File: src/rtl/prg_map_pkg.sv
package prg_map_pkg;
  // CPU window index, taken from cpu_addr[14:13] in ROM space
  typedef enum logic [1:0] {
    WIN_LOW   = 2'd0,
    WIN_MID   = 2'd1,
    WIN_HIGH  = 2'd2,
    WIN_FIXED = 2'd3
  } win_e;

  localparam int NUM_SW_WIN = 3;
  localparam int FLAG_WIN   = 1;  // register that also carries the flags
  localparam logic [4:0] REG_BASE_TAG = 5'b11100;  // cpu_addr[15:11] of first bank register
endpackage

File: src/rtl/prg_reg_decode.sv
module prg_reg_decode
  import prg_map_pkg::*;
#(
  parameter int ADDR_W = 16,
  parameter int NUM_WIN = NUM_SW_WIN
) (
  input  logic              clk,
  input  logic              rst_n,
  input  logic [ADDR_W-1:0] cpu_addr,
  input  logic              cpu_rw,
  input  logic              cpu_strobe,
  output logic [NUM_WIN-1:0] load
);
  localparam int TAG_W = 5;
  logic wr_qual;
  assign wr_qual = cpu_strobe && !cpu_rw;

  for (genvar i = 0; i < NUM_WIN; i++) begin : g_dec
    assign load[i] = wr_qual &&
                     (cpu_addr[ADDR_W-1 -: TAG_W] == TAG_W'(REG_BASE_TAG + TAG_W'(i)));
  end

  // one register per $800 range, never two at once
  a_r5_one_load: assert property (@(posedge clk) disable iff (!rst_n) $onehot0(load));
  // reads never load
  a_r7_read_no_load: assert property (@(posedge clk) disable iff (!rst_n) cpu_rw |-> (load == '0));
endmodule

File: src/rtl/prg_bank_regs.sv
module prg_bank_regs
  import prg_map_pkg::*;
#(
  parameter int BANK_W  = 6,
  parameter int DATA_W  = 8,
  parameter int NUM_WIN = NUM_SW_WIN
) (
  input  logic                           clk,
  input  logic                           rst_n,
  input  logic [NUM_WIN-1:0]             load,
  input  logic [DATA_W-1:0]              wdata,
  output logic [NUM_WIN-1:0][BANK_W-1:0] bank_q,
  output logic                           flag_lo,
  output logic                           flag_hi
);
  localparam int LO_BIT = DATA_W - 2;
  localparam int HI_BIT = DATA_W - 1;

  logic [NUM_WIN-1:0][BANK_W-1:0] bank_d;
  logic flag_lo_d, flag_hi_d;
  logic flag_en;

  assign flag_en = load[FLAG_WIN];

  always_comb begin
    for (int i = 0; i < NUM_WIN; i++) begin
      bank_d[i] = load[i] ? wdata[BANK_W-1:0] : bank_q[i];
    end
    flag_lo_d = flag_en ? wdata[LO_BIT] : flag_lo;
    flag_hi_d = flag_en ? wdata[HI_BIT] : flag_hi;
  end

  always_ff @(posedge clk or negedge rst_n) begin
    if (!rst_n) begin
      bank_q  <= '0;
      flag_lo <= 1'b0;
      flag_hi <= 1'b0;
    end else begin
      if (|load) bank_q <= bank_d;
      if (flag_en) begin
        flag_lo <= flag_lo_d;
        flag_hi <= flag_hi_d;
      end
    end
  end

  // banks hold when no load fires
  a_r7_banks_hold: assert property (@(posedge clk) disable iff (!rst_n)
    (load == '0) |=> $stable(bank_q));
  // flags move only through the flag-carrying register
  a_r6_flags_hold: assert property (@(posedge clk) disable iff (!rst_n)
    !load[FLAG_WIN] |=> ($stable(flag_lo) && $stable(flag_hi)));
  // a load is visible right after its edge
  a_r10_load_visible: assert property (@(posedge clk) disable iff (!rst_n)
    load[0] |=> (bank_q[0] == $past(wdata[BANK_W-1:0])));
endmodule

File: src/rtl/prg_addr_xlate.sv
module prg_addr_xlate
  import prg_map_pkg::*;
#(
  parameter int ADDR_W  = 16,
  parameter int BANK_W  = 6,
  parameter int NUM_WIN = NUM_SW_WIN,
  localparam int PAGE_W = ADDR_W - 3,
  localparam int OUT_W  = BANK_W + PAGE_W
) (
  input  logic                           clk,
  input  logic                           rst_n,
  input  logic [ADDR_W-1:0]              cpu_addr,
  input  logic [NUM_WIN-1:0][BANK_W-1:0] bank_q,
  output logic [OUT_W-1:0]               prg_addr,
  output logic                           rom_sel,
  output logic                           wram_sel
);
  localparam logic [BANK_W-1:0] LAST_BANK = '1;

  win_e              win;
  logic [BANK_W-1:0] bank;

  always_comb begin
    win = win_e'(cpu_addr[PAGE_W+1:PAGE_W]);
    case (win)
      WIN_LOW:  bank = bank_q[0];
      WIN_MID:  bank = bank_q[1];
      WIN_HIGH: bank = bank_q[2];
      default:  bank = LAST_BANK;
    endcase
    rom_sel  = cpu_addr[ADDR_W-1];
    wram_sel = (cpu_addr[ADDR_W-1:PAGE_W] == 3'b011);
    prg_addr = rom_sel ? {bank, cpu_addr[PAGE_W-1:0]} : '0;
  end

  // top window is always the last bank
  a_r4_fixed_top: assert property (@(posedge clk) disable iff (!rst_n)
    (cpu_addr[ADDR_W-1:PAGE_W] == 3'b111) |-> (prg_addr[OUT_W-1:PAGE_W] == LAST_BANK));
  // selects never overlap
  a_r8_sel_exclusive: assert property (@(posedge clk) disable iff (!rst_n)
    !(rom_sel && wram_sel));
  // no address driven outside ROM space
  a_r9_idle_zero: assert property (@(posedge clk) disable iff (!rst_n)
    !rom_sel |-> (prg_addr == '0));
endmodule

File: src/rtl/prg_bank_mapper.sv
module prg_bank_mapper
  import prg_map_pkg::*;
#(
  parameter int ADDR_W = 16,
  parameter int DATA_W = 8,
  parameter int BANK_W = 6,
  localparam int OUT_W = BANK_W + ADDR_W - 3
) (
  input  logic              clk,
  input  logic              rst_n,
  input  logic [ADDR_W-1:0] cpu_addr,
  input  logic [DATA_W-1:0] cpu_data,
  input  logic              cpu_rw,
  input  logic              cpu_strobe,
  output logic [OUT_W-1:0]  prg_addr,
  output logic              prg_rom_sel,
  output logic              wram_sel,
  output logic              chr_ram_off_lo,
  output logic              chr_ram_off_hi
);
  logic [1:0] rst_pipe;
  logic       rst_int_n;

  always_ff @(posedge clk or negedge rst_n) begin
    if (!rst_n) rst_pipe <= 2'b00;
    else        rst_pipe <= {rst_pipe[0], 1'b1};
  end
  assign rst_int_n = rst_pipe[1];

  logic [NUM_SW_WIN-1:0]             load;
  logic [NUM_SW_WIN-1:0][BANK_W-1:0] bank_q;

  prg_reg_decode #(.ADDR_W(ADDR_W), .NUM_WIN(NUM_SW_WIN)) u_dec (
    .clk(clk), .rst_n(rst_int_n), .cpu_addr(cpu_addr),
    .cpu_rw(cpu_rw), .cpu_strobe(cpu_strobe), .load(load)
  );

  prg_bank_regs #(.BANK_W(BANK_W), .DATA_W(DATA_W), .NUM_WIN(NUM_SW_WIN)) u_regs (
    .clk(clk), .rst_n(rst_int_n), .load(load), .wdata(cpu_data),
    .bank_q(bank_q), .flag_lo(chr_ram_off_lo), .flag_hi(chr_ram_off_hi)
  );

  prg_addr_xlate #(.ADDR_W(ADDR_W), .BANK_W(BANK_W), .NUM_WIN(NUM_SW_WIN)) u_xlate (
    .clk(clk), .rst_n(rst_int_n), .cpu_addr(cpu_addr), .bank_q(bank_q),
    .prg_addr(prg_addr), .rom_sel(prg_rom_sel), .wram_sel(wram_sel)
  );
endmodule

File: config.mk
export PLATFORM = sky130hd
export DESIGN_NAME = prg_bank_mapper
export DESIGN_NICKNAME = d
export VERILOG_FILES = /design/src/rtl/prg_map_pkg.sv /design/src/rtl/prg_reg_decode.sv /design/src/rtl/prg_bank_regs.sv /design/src/rtl/prg_addr_xlate.sv /design/src/rtl/prg_bank_mapper.sv
export SDC_FILE = /design/constraint.sdc
export NUM_CORES = 1
export LEC_CHECK = 0
export BUFFER_PORTS_ARGS = -buffer_cell sky130_fd_sc_hd__buf_2
export CAP_MARGIN = 20
export CORE_AREA = 2 2 56 58
export DETAILED_ROUTE_END_ITERATION = 8
export DIE_AREA = 0 0 58 60
export PLACE_DENSITY = 0.72
export SYNTH_ARGS = -nofsm -noshare
export SYNTH_HDL_FRONTEND = slang
export SYNTH_SLANG_ARGS = --single-unit
File: constraint.sdc
create_clock -name clk -period 1.01 [get_ports clk]
set_input_delay 0.202 -clock clk [delete_from_list [all_inputs] [get_ports clk]]
set_output_delay 0.202 -clock clk [all_outputs]
set_load 0.01 [all_outputs]
# ---- After elaboration in Yosys (flattened, before gate mapping)
# Cells that the tools add are included.
# W data, S select, Z words.
dict set report word_totals {
  latchBits 0
  mem_bits_ro 0
  ramBits 0
  mem_count 0
  in_bits 28
  wordCells 24
  reg_bits 22
}
dict set report op_classes {
  n_mux 2
  n_addsub 0
  bitwise 0
  n_mul 0
  n_eq_ne 6
  n_div 0
  shifts 0
  n_lt_le_gt_ge 0
  reduce_logical 10
}
# operator n
set ops {}
lappend ops {{$mux W19} 1}
lappend ops {{$pmux W6 S3} 1}
lappend ops {{$eq A5 B5 Y1 const B} 3}
lappend ops {{$reduce_and A2 Y1} 3}
lappend ops {{$logic_and A1 B1 Y1} 4}
lappend ops {{$eq A3 B2 Y1 const B} 1}
lappend ops {{$reduce_or A3 Y1} 1}
lappend ops {{$eq A2 B1 Y1 const B} 1}
lappend ops {{$eq A2 B2 Y1 const B} 1}
lappend ops {{$logic_not A2 Y1} 1}
lappend ops {{$logic_not A1 Y1} 1}

# ---- Longest topological paths before layout
# Gate-level depths: netlist (run 1).
dict set report logic_depth {
  ltp_word 5
  ltp_mapped 4
  mapped_depth_nobuf 3
}

# ---- Hierarchy
# Synthesis (run 1) repeated with hierarchy kept, for this count alone.
dict set report unflattened {
  cells_unflattened 85
  hier_area_um2 1228.7
}
# module cells_each instances area_per_inst_um2
set by_module_without_submodules {}
lappend by_module_without_submodules {prg_bank_regs 43 1 834.6}
lappend by_module_without_submodules {prg_addr_xlate 33 1 285.3}
lappend by_module_without_submodules {prg_reg_decode 6 1 55.1}
lappend by_module_without_submodules {prg_bank_mapper 3 1 53.8}

# ---- Worst setup path after synthesis (run 1)
# OpenSTA, ideal clock, no wires.
dict set report synth_timing {
  kind {input-to-reg}
  from {in cpu_rw}
  to {reg u_regs.bank_q[0] (netlist bit)}
  path_stages 4
  path_slack_ns -0.334
  t_arrival_ns 1.219
  path_cell_list {nand3b_1 -> or4_1 -> buf_2 -> mux2_4}
}
dict set report synth_via {
  elab_chain_len 5
}
# element line_no
set synth_rtl {}
lappend synth_rtl {{from (decl)} prg_bank_mapper.sv:13} ;# input logic cpu_rw,
lappend synth_rtl {{$logic_not A1 Y1 (*)} prg_reg_decode.sv:16} ;# assign wr_qual = cpu_strobe && !cpu_rw;
lappend synth_rtl {{$logic_and A1 B1 Y1 (*)} prg_reg_decode.sv:16}
lappend synth_rtl {{$logic_and A1 B1 Y1} prg_reg_decode.sv:19} ;# assign load[i] = wr_qual &&
lappend synth_rtl {{$reduce_or A3 Y1} prg_bank_regs.sv:39} ;# if (|load) bank_q <= bank_d;
lappend synth_rtl {{$reduce_and A2 Y1 (no line) (*)} -}
lappend synth_rtl {{to (signal assigned)} prg_bank_regs.sv:39}
lappend synth_rtl {{to (decl)} prg_bank_regs.sv:12} ;# output logic [NUM_WIN-1:0][BANK_W-1:0] bank_q,
# Mark *: on every way between the ends. The rest lies on a longest branch, timed or not.
# A chain may end at the register's enable or synchronous reset.

# ---- Worst setup path after layout (run 1)
dict set report layout_timing {
  from {reg u_regs.bank_q[17] (netlist bit)}
  to {out prg_addr[18]}
}
dict set report layout_via {
  elab_chain_len 2
}
# element line_no
set layout_rtl {}
lappend layout_rtl {{$pmux W6 S3} prg_addr_xlate.sv:25} ;# case (win)
lappend layout_rtl {{$mux W19} prg_addr_xlate.sv:33} ;# prg_addr = rom_sel ? {bank, cpu_addr[PAGE_W-1:0]} : '0;
lappend layout_rtl {{to (decl)} prg_bank_mapper.sv:15} ;# output logic [OUT_W-1:0] prg_addr,
# Every way passes these cells.

==> summary.md, run 1 <==
| Metric | Value |
|---|---|
| Syn. warnings | `0` |
| I/O Pins | `51` |
| CTS Sinks | `22` |
| Area contributors post-synth | `dfrtp_1 49%, mux2_2 14%, and2_1 11%` |
| Initial antenna violation count | `0` |
| Layout cells sized above 1 | `0.607` |
| GPL Wtd Cong | `0.706` |
| CTS tree | `done` |
| Pleak | `0.924 nW` |
| Die ar. | `0.00348 sq mm` |
| Root Buffer | `clkbuf_4` |
| Clock-pin slew on the worst setup and hold paths | `0.12 ns` |
| Congestion Overflow GR | `0` |
| Hold Fails Final Rpt | `0` |
| Clk Latency, worst-skew pair | `0.30 ns` |
| Die height | `60 um` |
| DRT Pass-1 Iters | `4` |
| M1 WL | `1.20 mm` |
| Fill cells | `252` |
| Rows | `20` |
| Yosys top cell area share | `0.488` |
| Mapped Nets | `122` |
| Global-route wire length before repair | `4.28 mm` |
| Top_reg_cell synth | `dfrtp_1` |
| Mapped Avg Cell Area | `12.0 sq um` |
| Final HPWL DP | `1.88 mm` |
| CTS Buf Count | `3` |
| Period utilization | `1.40` |
| Cell accounting for the most synthesized area | `dfrtp_1` |
| Fin worst setup slack | `-0.404 ns` |
| Max-cap check violation count | `0` |
| Routed via count | `1002` |
| Yosys reg bits | `22` |
| Pin count of the biggest net entering global routing | `21` |
| Total GRT Usage | `0.162` |
| Fin nets | `193` |
| RSZ-0062 raised after global routing | `true` |
| Setup Crit Path Kind | `flop to output pin` |
| Commonest cells in the netlist | `22 x dfrtp_1, 19 x and2_1, 14 x mux2_2` |
| F_max | `707 MHz` |
| Post-Syn Instances | `94` |
| Final Max Tran Viols | `0` |
| Post-layout minimum cycle time | `1.41 ns` |
| Port bufs | `50` |
| Final setup vio count | `14` |
| Final Cell Area | `0.00170 sq mm` |
| Post-synth EDFFs | `0` |
| Max rail drop VDD | `1.06 mV` |
| Count leader, synth | `dfrtp_1` |
| Final ANT Viol Nets | `0` |
| Post-DP Area | `0.00153 sq mm` |
| Post-Place Setup Slack | `-0.474 ns` |
| N_diodes | `0` |
| Worst endpoint required time | `0.81 ns` |
| Initial Utilization | `0.389` |
| CP arrival | `1.21 ns` |
| DR iter-0 viols | `20` |
| Slowest cell delay on critical path | `0.40 ns` |
| Drc violations | `0` |
| Final hold slack | `0.138 ns` |
| H-tree depth | `1` |
| Yosys cell types | `17` |
| CP max FO | `2` |
| Max layer used | `met4` |
| Sequential share of the synthesized area | `0.488` |
| Crit-path slowest cell | `dfrtp_1` |
| Max clock buf depth | `2` |
| Worst-path cell chain | `mux2i_1 -> o21ai_1 -> and2_1 -> buf_2` |
| Final clock skew | `0.00574 ns` |
| WL/cell | `14.4 um` |
| Overall power | `0.00202 W` |
| Routed wire length | `2.82 mm` |
| Crit path capture type | `output pin` |
| Vias in the first global route | `952` |
| Crit path launch type | `flop` |
| Met3 WL | `222 um` |
| Status | `finished, violations left` |
| Vias per cell | `5.11` |
| Met2 wire len | `1.39 mm` |
| Synthesized area | `0.00113 sq mm` |
| Hold WC Path Type | `input port to flop` |
| PD cells | `1190 mW/mm^2` |
| Die X | `58 um` |
| Async SR Flop Fraction | `1.00` |
| P&R area growth vs syn | `50.7%` |
| Failing checks | `setup timing` |
| Core Area | `0.00290 sq mm` |
| FF-to-FF setup slack | `0 ns` |
-- cells by family after synthesis --
group / synth area share
and+or+nand+nor: 0.159
muxes: 0.273
DFF: 0.488
AOI/OAI and AO/OA: 0.0532
buffers and inverters: 0.0244
other: 0.00332
-- per-stage QoR --
| step | std cells | setup TNS [ns] | util |
|---|---|---|---|
| after floorplan | 94 | -4.65 | - |
| after global placement | 183 | -8.92 | 0.526 |
| after detailed placement | 183 | -9.23 | 0.526 |
| after CTS | 191 | -3.67 | 0.559 |
| after global routing | 196 | -4.36 | 0.586 |
| final | 196 | -3.25 | 0.586 |
-- critical path, delay by kind of cell (launching register included) --
family,cells,cell delay [ns]
DFF,1,0.40
buffers and inverters,1,0.13
muxes,1,0.15
and+or+nand+nor,1,0.16
AOI/OAI and AO/OA,1,0.08
-- layer usage --
metal	vias to the layer above	global-route usage
li1	463	-
met1	489	0.206
met2	48	0.282
met3	2	0.0325
met4	0	0.0432
met5	-	0
-- sequential cells by signal, summed over array words and instances (netlist names) --
name,count
u_regs.bank_q,18
rst_pipe,2
u_regs.flag_lo,1
u_regs.flag_hi,1
-- power by group --
group / leakage (nW) / internal [W] / switching [W]
sequential: 0.289 / 0.000990 / 0.0000616
clock: 0.0138 / 0.000139 / 0.000246
combinational: 0.622 / 0.000370 / 0.000215
-- layout make-up --
type / instances / area (sq um) / share of cell area
Tap cell: 33 / 41.3 / 0.0243
Sequential cell: 22 / 551 / 0.324
Clock buffer: 3 / 22.5 / 0.0132
Multi-Input combinational cell: 66 / 622 / 0.366
Timing Repair Buffer: 72 / 464 / 0.273
-- repair_timing --
item,CTS,global route
gates resized for setup,16,12
setup buffers,4,7
pin swaps,7,7
hold buffers,1,0
hold endpoints to repair,2,0
endpoints found under the setup margin,25,32
-- final timing paths --
check / cells past startpoint / start / to
hold reg to reg: 1 / rst_pipe[1] / u_regs.bank_q[4]
setup / recovery: 4 / u_regs.bank_q[17] / prg_addr[18]
setup reg to reg: 3 / u_regs.bank_q[9] / u_regs.bank_q[9]
max in group asynchronous: 1 / rst_pipe[1] / u_regs.bank_q[0]
hold / removal: 2 / cpu_data[7] / u_regs.flag_hi
min in group asynchronous: 1 / rst_pipe[1] / u_regs.bank_q[4]
-- cell usage in the layout, fill, tap and decap left out --
master | netlist | layout
nand2b_1 | 1 | 1
mux2i_1 | 6 | 6
buf_4 | 1 | 17
buf_6 | 0 | 5
and2_4 | 0 | 1
or4_4 | 0 | 1
nand4b_1 | 1 | 1
nor2_1 | 1 | 1
o21ai_1 | 0 | 10
buf_8 | 0 | 1
conb_1 | 1 | 1
mux2_4 | 6 | 20
o21ai_0 | 12 | 2
buf_2 | 1 | 47
and2_1 | 19 | 18
dlygate4sd3_1 | 0 | 1
nor3_4 | 0 | 2
nand2_2 | 1 | 1
dfrtp_1 | 22 | 22
nand3b_1 | 1 | 1
clkbuf_4 | 0 | 3
buf_12 | 0 | 1
Power figures use the tool's default switching activity.
==> run 2, diff against run 1 <==
- PLACE_DENSITY: 0.72 -> 0.8
- SETUP_SLACK_MARGIN: not set -> 0.4
==> summary.md, run 2 (synthesis results as in run 1) <==
| Metric | Value |
|---|---|
| Status | `finished, violations left` |
| Failing checks | `setup timing` |
| Most frequent cells in the layout | `37 x buf_6, 22 x buf_2, 21 x dfrtp_1` |
| Max clock buf depth | `2` |
| Power share of the clock group | `0.266` |
| CP max FO | `2` |
| Setup Crit Path Kind | `flop to output pin` |
| H-tree depth | `1` |
| Fin nets | `205` |
| WL/cell | `16.3 um` |
| Die X | `58 um` |
| Combinational share of power | `0.310` |
| Max rail drop VDD | `1.22 mV` |
| Rows | `20` |
| Port bufs | `50` |
| Congestion Overflow GR | `0` |
| Worst endpoint required time | `0.81 ns` |
| Fin util | `0.724` |
| Reg with most FFs | `u_regs.bank_q` |
| Initial Utilization | `0.389` |
| DRT Pass-1 Iters | `4` |
| Hold Fails Final Rpt | `0` |
| Root Buffer | `clkbuf_4` |
| Drc violations | `0` |
| Pin count of the biggest net entering global routing | `21` |
| CTS tree | `done` |
| Sw Ratio | `0.236` |
| Final clock skew | `0.00783 ns` |
| Initial antenna violation count | `0` |
| Vias per cell | `5.02` |
| CTS Sinks | `22` |
| DR iter-0 viols | `28` |
| Pleak | `1.09 nW` |
| Largest register FFs | `18` |
| Regs by FF count | `u_regs.bank_q x18, rst_pipe x2` |
| F_max | `710 MHz` |
| Final ANT Viol Nets | `0` |
| Crit path launch type | `flop` |
| Total GRT Usage | `0.195` |
| Switching Power | `0.000597 W` |
| Routed wire length | `3.40 mm` |
| N_diodes | `0` |
| Final setup vio count | `26` |
| P&R area growth vs syn | `86.3%` |
| Worst-path cell chain | `mux2i_1 -> o21ai_1 -> and2_4 -> buf_6` |
| Pint | `0.00193 W` |
| Most common cell after layout, fill and taps aside | `buf_6` |
| PD cells | `1200 mW/mm^2` |
| CP top delay family | `flip-flops` |
| Final hold slack | `0.113 ns` |
| Slowest cell delay on critical path | `0.41 ns` |
| Core Area | `0.00290 sq mm` |
| Final HPWL DP | `2.00 mm` |
| Final setup TNS | `-3.55 ns` |
| Fin worst setup slack | `-0.398 ns` |
| Crit-path slowest cell | `dfrtp_1` |
| Crit path capture type | `output pin` |
| Bufs and invs on worst path | `1` |
| Final Cell Area | `0.00210 sq mm` |
| CTS Buf Count | `3` |
| RSZ-0062 raised after global routing | `true` |
| Post-layout minimum cycle time | `1.41 ns` |
| Post-DP Area | `0.00159 sq mm` |
| Clock-pin slew on the worst setup and hold paths | `0.12 ns` |
| Vias in the first global route | `1075` |
| Period utilization | `1.39` |
| Routed via count | `1050` |
| Register share of total power | `0.424` |
| Layout cells sized above 1 | `0.750` |
| Global-route wire length before repair | `5.17 mm` |
| Clk Latency, worst-skew pair | `0.31 ns` |
| I/O Pins | `51` |
| Die height | `60 um` |
| Hold WC Path Type | `input port to flop` |
| CP arrival | `1.21 ns` |
| Max-cap check violation count | `0` |
| Die ar. | `0.00348 sq mm` |
| GPL Wtd Cong | `0.790` |
| Final Max Tran Viols | `0` |
==> run 2: per-stage QoR <==
stage          power (W)  instances  setup WS [ns]
6_report         0.00253        209         -0.398
5_1_grt          0.00264        209         -0.476
4_1_cts          0.00243        199         -0.394
3_5_place_dp     0.00158        186         -0.524
3_3_place_gp     0.00156        186         -0.482
2_1_floorplan    0.00139         94         -0.324
==> run 2: layout make-up <==
type / instances / area (sq um)
Clock buffer: 3 / 22.5
Clock inverter: 1 / 30.0
Fill cell: 226 / 801
Multi-Input combinational cell: 66 / 679
Sequential cell: 22 / 554
Tap cell: 33 / 41.3
Timing Repair Buffer: 84 / 774
==> run 2: power groups by stage <==
stage	logic, W	clock network [W]	registers, W
after global routing	0.000838	0.000715	0.00109
final	0.000784	0.000671	0.00107
after detailed placement	0.000502	0	0.00108
after global placement	0.000486	0	0.00107
after floorplan	0.000329	0	0.00107
after CTS	0.000679	0.000682	0.00107
==> run 2: repair_timing <==
item,4_1_cts,5_1_grt
pin swaps,17,6
hold buffers,1,0
gates cloned,2,0
setup buffers,6,10
setup endpoints to repair,43,52
endpoints found under the hold margin,2,0
resized for setup,59,10
==> run 2: routing by layer <==
metal	global-route usage	routed length (um)	vias to the layer above
li1	-	-	486
met1	0.250	1330	512
met2	0.347	1780	49
met3	0.0281	255	3
met4	0.0498	27	0
met5	0	0	-
==> run 2: path summary, 6_finish.rpt <==
kind,slack (ns),startpoint,cells past startpoint,end
setup / recovery,-0.40,u_regs.bank_q[9],4,prg_addr[16]
hold / removal,0.11,cpu_data[7],2,u_regs.flag_hi
setup reg to reg,-0.07,u_regs.bank_q[9],4,u_regs.bank_q[9]
hold reg to reg,0.21,rst_pipe[1],0,u_regs.bank_q[12]
max in group asynchronous,0.57,rst_pipe[1],0,u_regs.bank_q[4]
min in group asynchronous,0.18,rst_n,2,rst_pipe[1]
==> run 3, diff against run 2 <==
- RECOVER_POWER: not set -> 100
==> summary.md, run 3 (synthesis results as in run 1) <==
| Metric | Value |
|---|---|
| Status | `finished, violations left` |
| Failing checks | `setup timing` |
| CTS tree | `done` |
| H-tree depth | `1` |
| Max clock buf depth | `2` |
| Congestion Overflow GR | `0` |
| Final HPWL DP | `2.00 mm` |
| Die X | `58 um` |
| P&R area growth vs syn | `80.9%` |
| CP max FO | `2` |
| Hold Fails Final Rpt | `0` |
| Final setup vio count | `28` |
| FF/Latch Area | `554 sq um` |
| Most common cell after layout, fill and taps aside | `buf_6` |
| Regs by FF count | `u_regs.bank_q x18, rst_pipe x2` |
| Most frequent cells in the layout | `35 x buf_6, 21 x buf_2, 21 x dfrtp_1` |
| CP arrival | `1.21 ns` |
| Total GRT Usage | `0.195` |
| CTS Buf Count | `3` |
| Crit path launch type | `flop` |
| DRT Pass-1 Iters | `4` |
| Multi-input logic area | `657 sq um` |
| Layout cells sized above 1 | `0.688` |
| Reg with most FFs | `u_regs.bank_q` |
| Pleak | `1.05 nW` |
| DR iter-0 viols | `34` |
| Initial antenna violation count | `0` |
| Crit path capture type | `output pin` |
| Period utilization | `1.40` |
| Final hold slack | `0.113 ns` |
| Clock-pin slew on the worst setup and hold paths | `0.12 ns` |
| Routed via count | `1046` |
| N_diodes | `0` |
| Clk Latency, worst-skew pair | `0.31 ns` |
| GPL Wtd Cong | `0.790` |
| Die ar. | `0.00348 sq mm` |
| Post-DP Area | `0.00159 sq mm` |
| Overall power | `0.00249 W` |
| PD cells | `1220 mW/mm^2` |
| Final Max Tran Viols | `0` |
| Fin nets | `205` |
| Die height | `60 um` |
| Global-route wire length before repair | `5.17 mm` |
| F_max | `709 MHz` |
| Max-cap check violation count | `0` |
| Drc violations | `0` |
| CTS Sinks | `22` |
| Worst endpoint required time | `0.81 ns` |
| Post-layout minimum cycle time | `1.41 ns` |
| Fill cells | `238` |
| Initial Utilization | `0.389` |
| Fin worst setup slack | `-0.401 ns` |
| Root Buffer | `clkbuf_4` |
| Rows | `20` |
| Setup Crit Path Kind | `flop to output pin` |
| RSZ-0062 raised after global routing | `true` |
| Max rail drop VDD | `1.21 mV` |
| Pin count of the biggest net entering global routing | `21` |
| Hold WC Path Type | `input port to flop` |
| Final Cell Area | `0.00204 sq mm` |
| Final setup TNS | `-3.55 ns` |
| Core Area | `0.00290 sq mm` |
| Final clock skew | `0.00795 ns` |
| Largest register FFs | `18` |
| I/O Pins | `51` |
| Fin util | `0.703` |
| Port bufs | `50` |
| Routed wire length | `3.41 mm` |
| Vias per cell | `5.00` |
| Final ANT Viol Nets | `0` |
| Vias in the first global route | `1075` |
| WL/cell | `16.3 um` |
[run 3: cell count changes in the layout (fill, tap and decap cells not counted), sizes merged]
cell / before / now
buf: 83 / 78
clkbuf: 3 / 8
[run 3: repair_timing]
action,CTS,global route
setup buffers,6,10
gates resized for setup,59,10
endpoints found under the hold margin,2,0
hold buffers,1,0
cloned,2,0
pin swaps,17,6
setup endpoints to repair,43,52
[run 3: final cells by class]
cell class,count,area share
Clock buffer,3,0.0110
Tap cell,33,0.0202
Multi-Input combinational cell,66,0.322
Timing Repair Buffer,84,0.361
Sequential cell,22,0.271
Clock inverter,1,0.0147
[run 3: routing by layer]
metal	share of wire	GRT usage
met1	0.39	0.250
met2	0.52	0.347
met3	0.079	0.0281
met4	0.0079	0.0498
met5	0	0
[run 3: path summary, 6_finish.rpt]
path	end	slack [ns]	depth (start not counted)	startpoint
min reg2reg	u_regs.bank_q[12]	0.21	0	rst_pipe[1]
min in group asynchronous	rst_pipe[1]	0.18	2	rst_n
min	u_regs.flag_hi	0.11	2	cpu_data[7]
max reg2reg	u_regs.bank_q[9]	-0.07	4	u_regs.bank_q[9]
max	prg_addr[16]	-0.40	4	u_regs.bank_q[9]
max in group asynchronous	u_regs.bank_q[4]	0.57	0	rst_pipe[1]
[run 3: per-stage QoR]
stage                     setup WS (ns)  std cells
after floorplan                  -0.324         94
final                            -0.401        209
after CTS                        -0.394        199
after global placement           -0.482        186
after detailed placement         -0.524        186
after global routing             -0.476        209
[run 3: report_power, final]
| group | total (W) | internal, W | leakage [nW] | switching (W) |
|---|---|---|---|---|
| Combinational | 0.000751 | 0.000508 | 0.737 | 0.000243 |
| Clock | 0.000671 | 0.000402 | 0.0279 | 0.000269 |
| Sequential | 0.00107 | 0.000991 | 0.288 | 0.0000797 |
[run 3: critical path, cell delays in order (launching register included)]
cell,delay (ns)
dfrtp_1,0.41
mux2i_1,0.14
o21ai_1,0.09
and2_4,0.14
buf_6,0.11
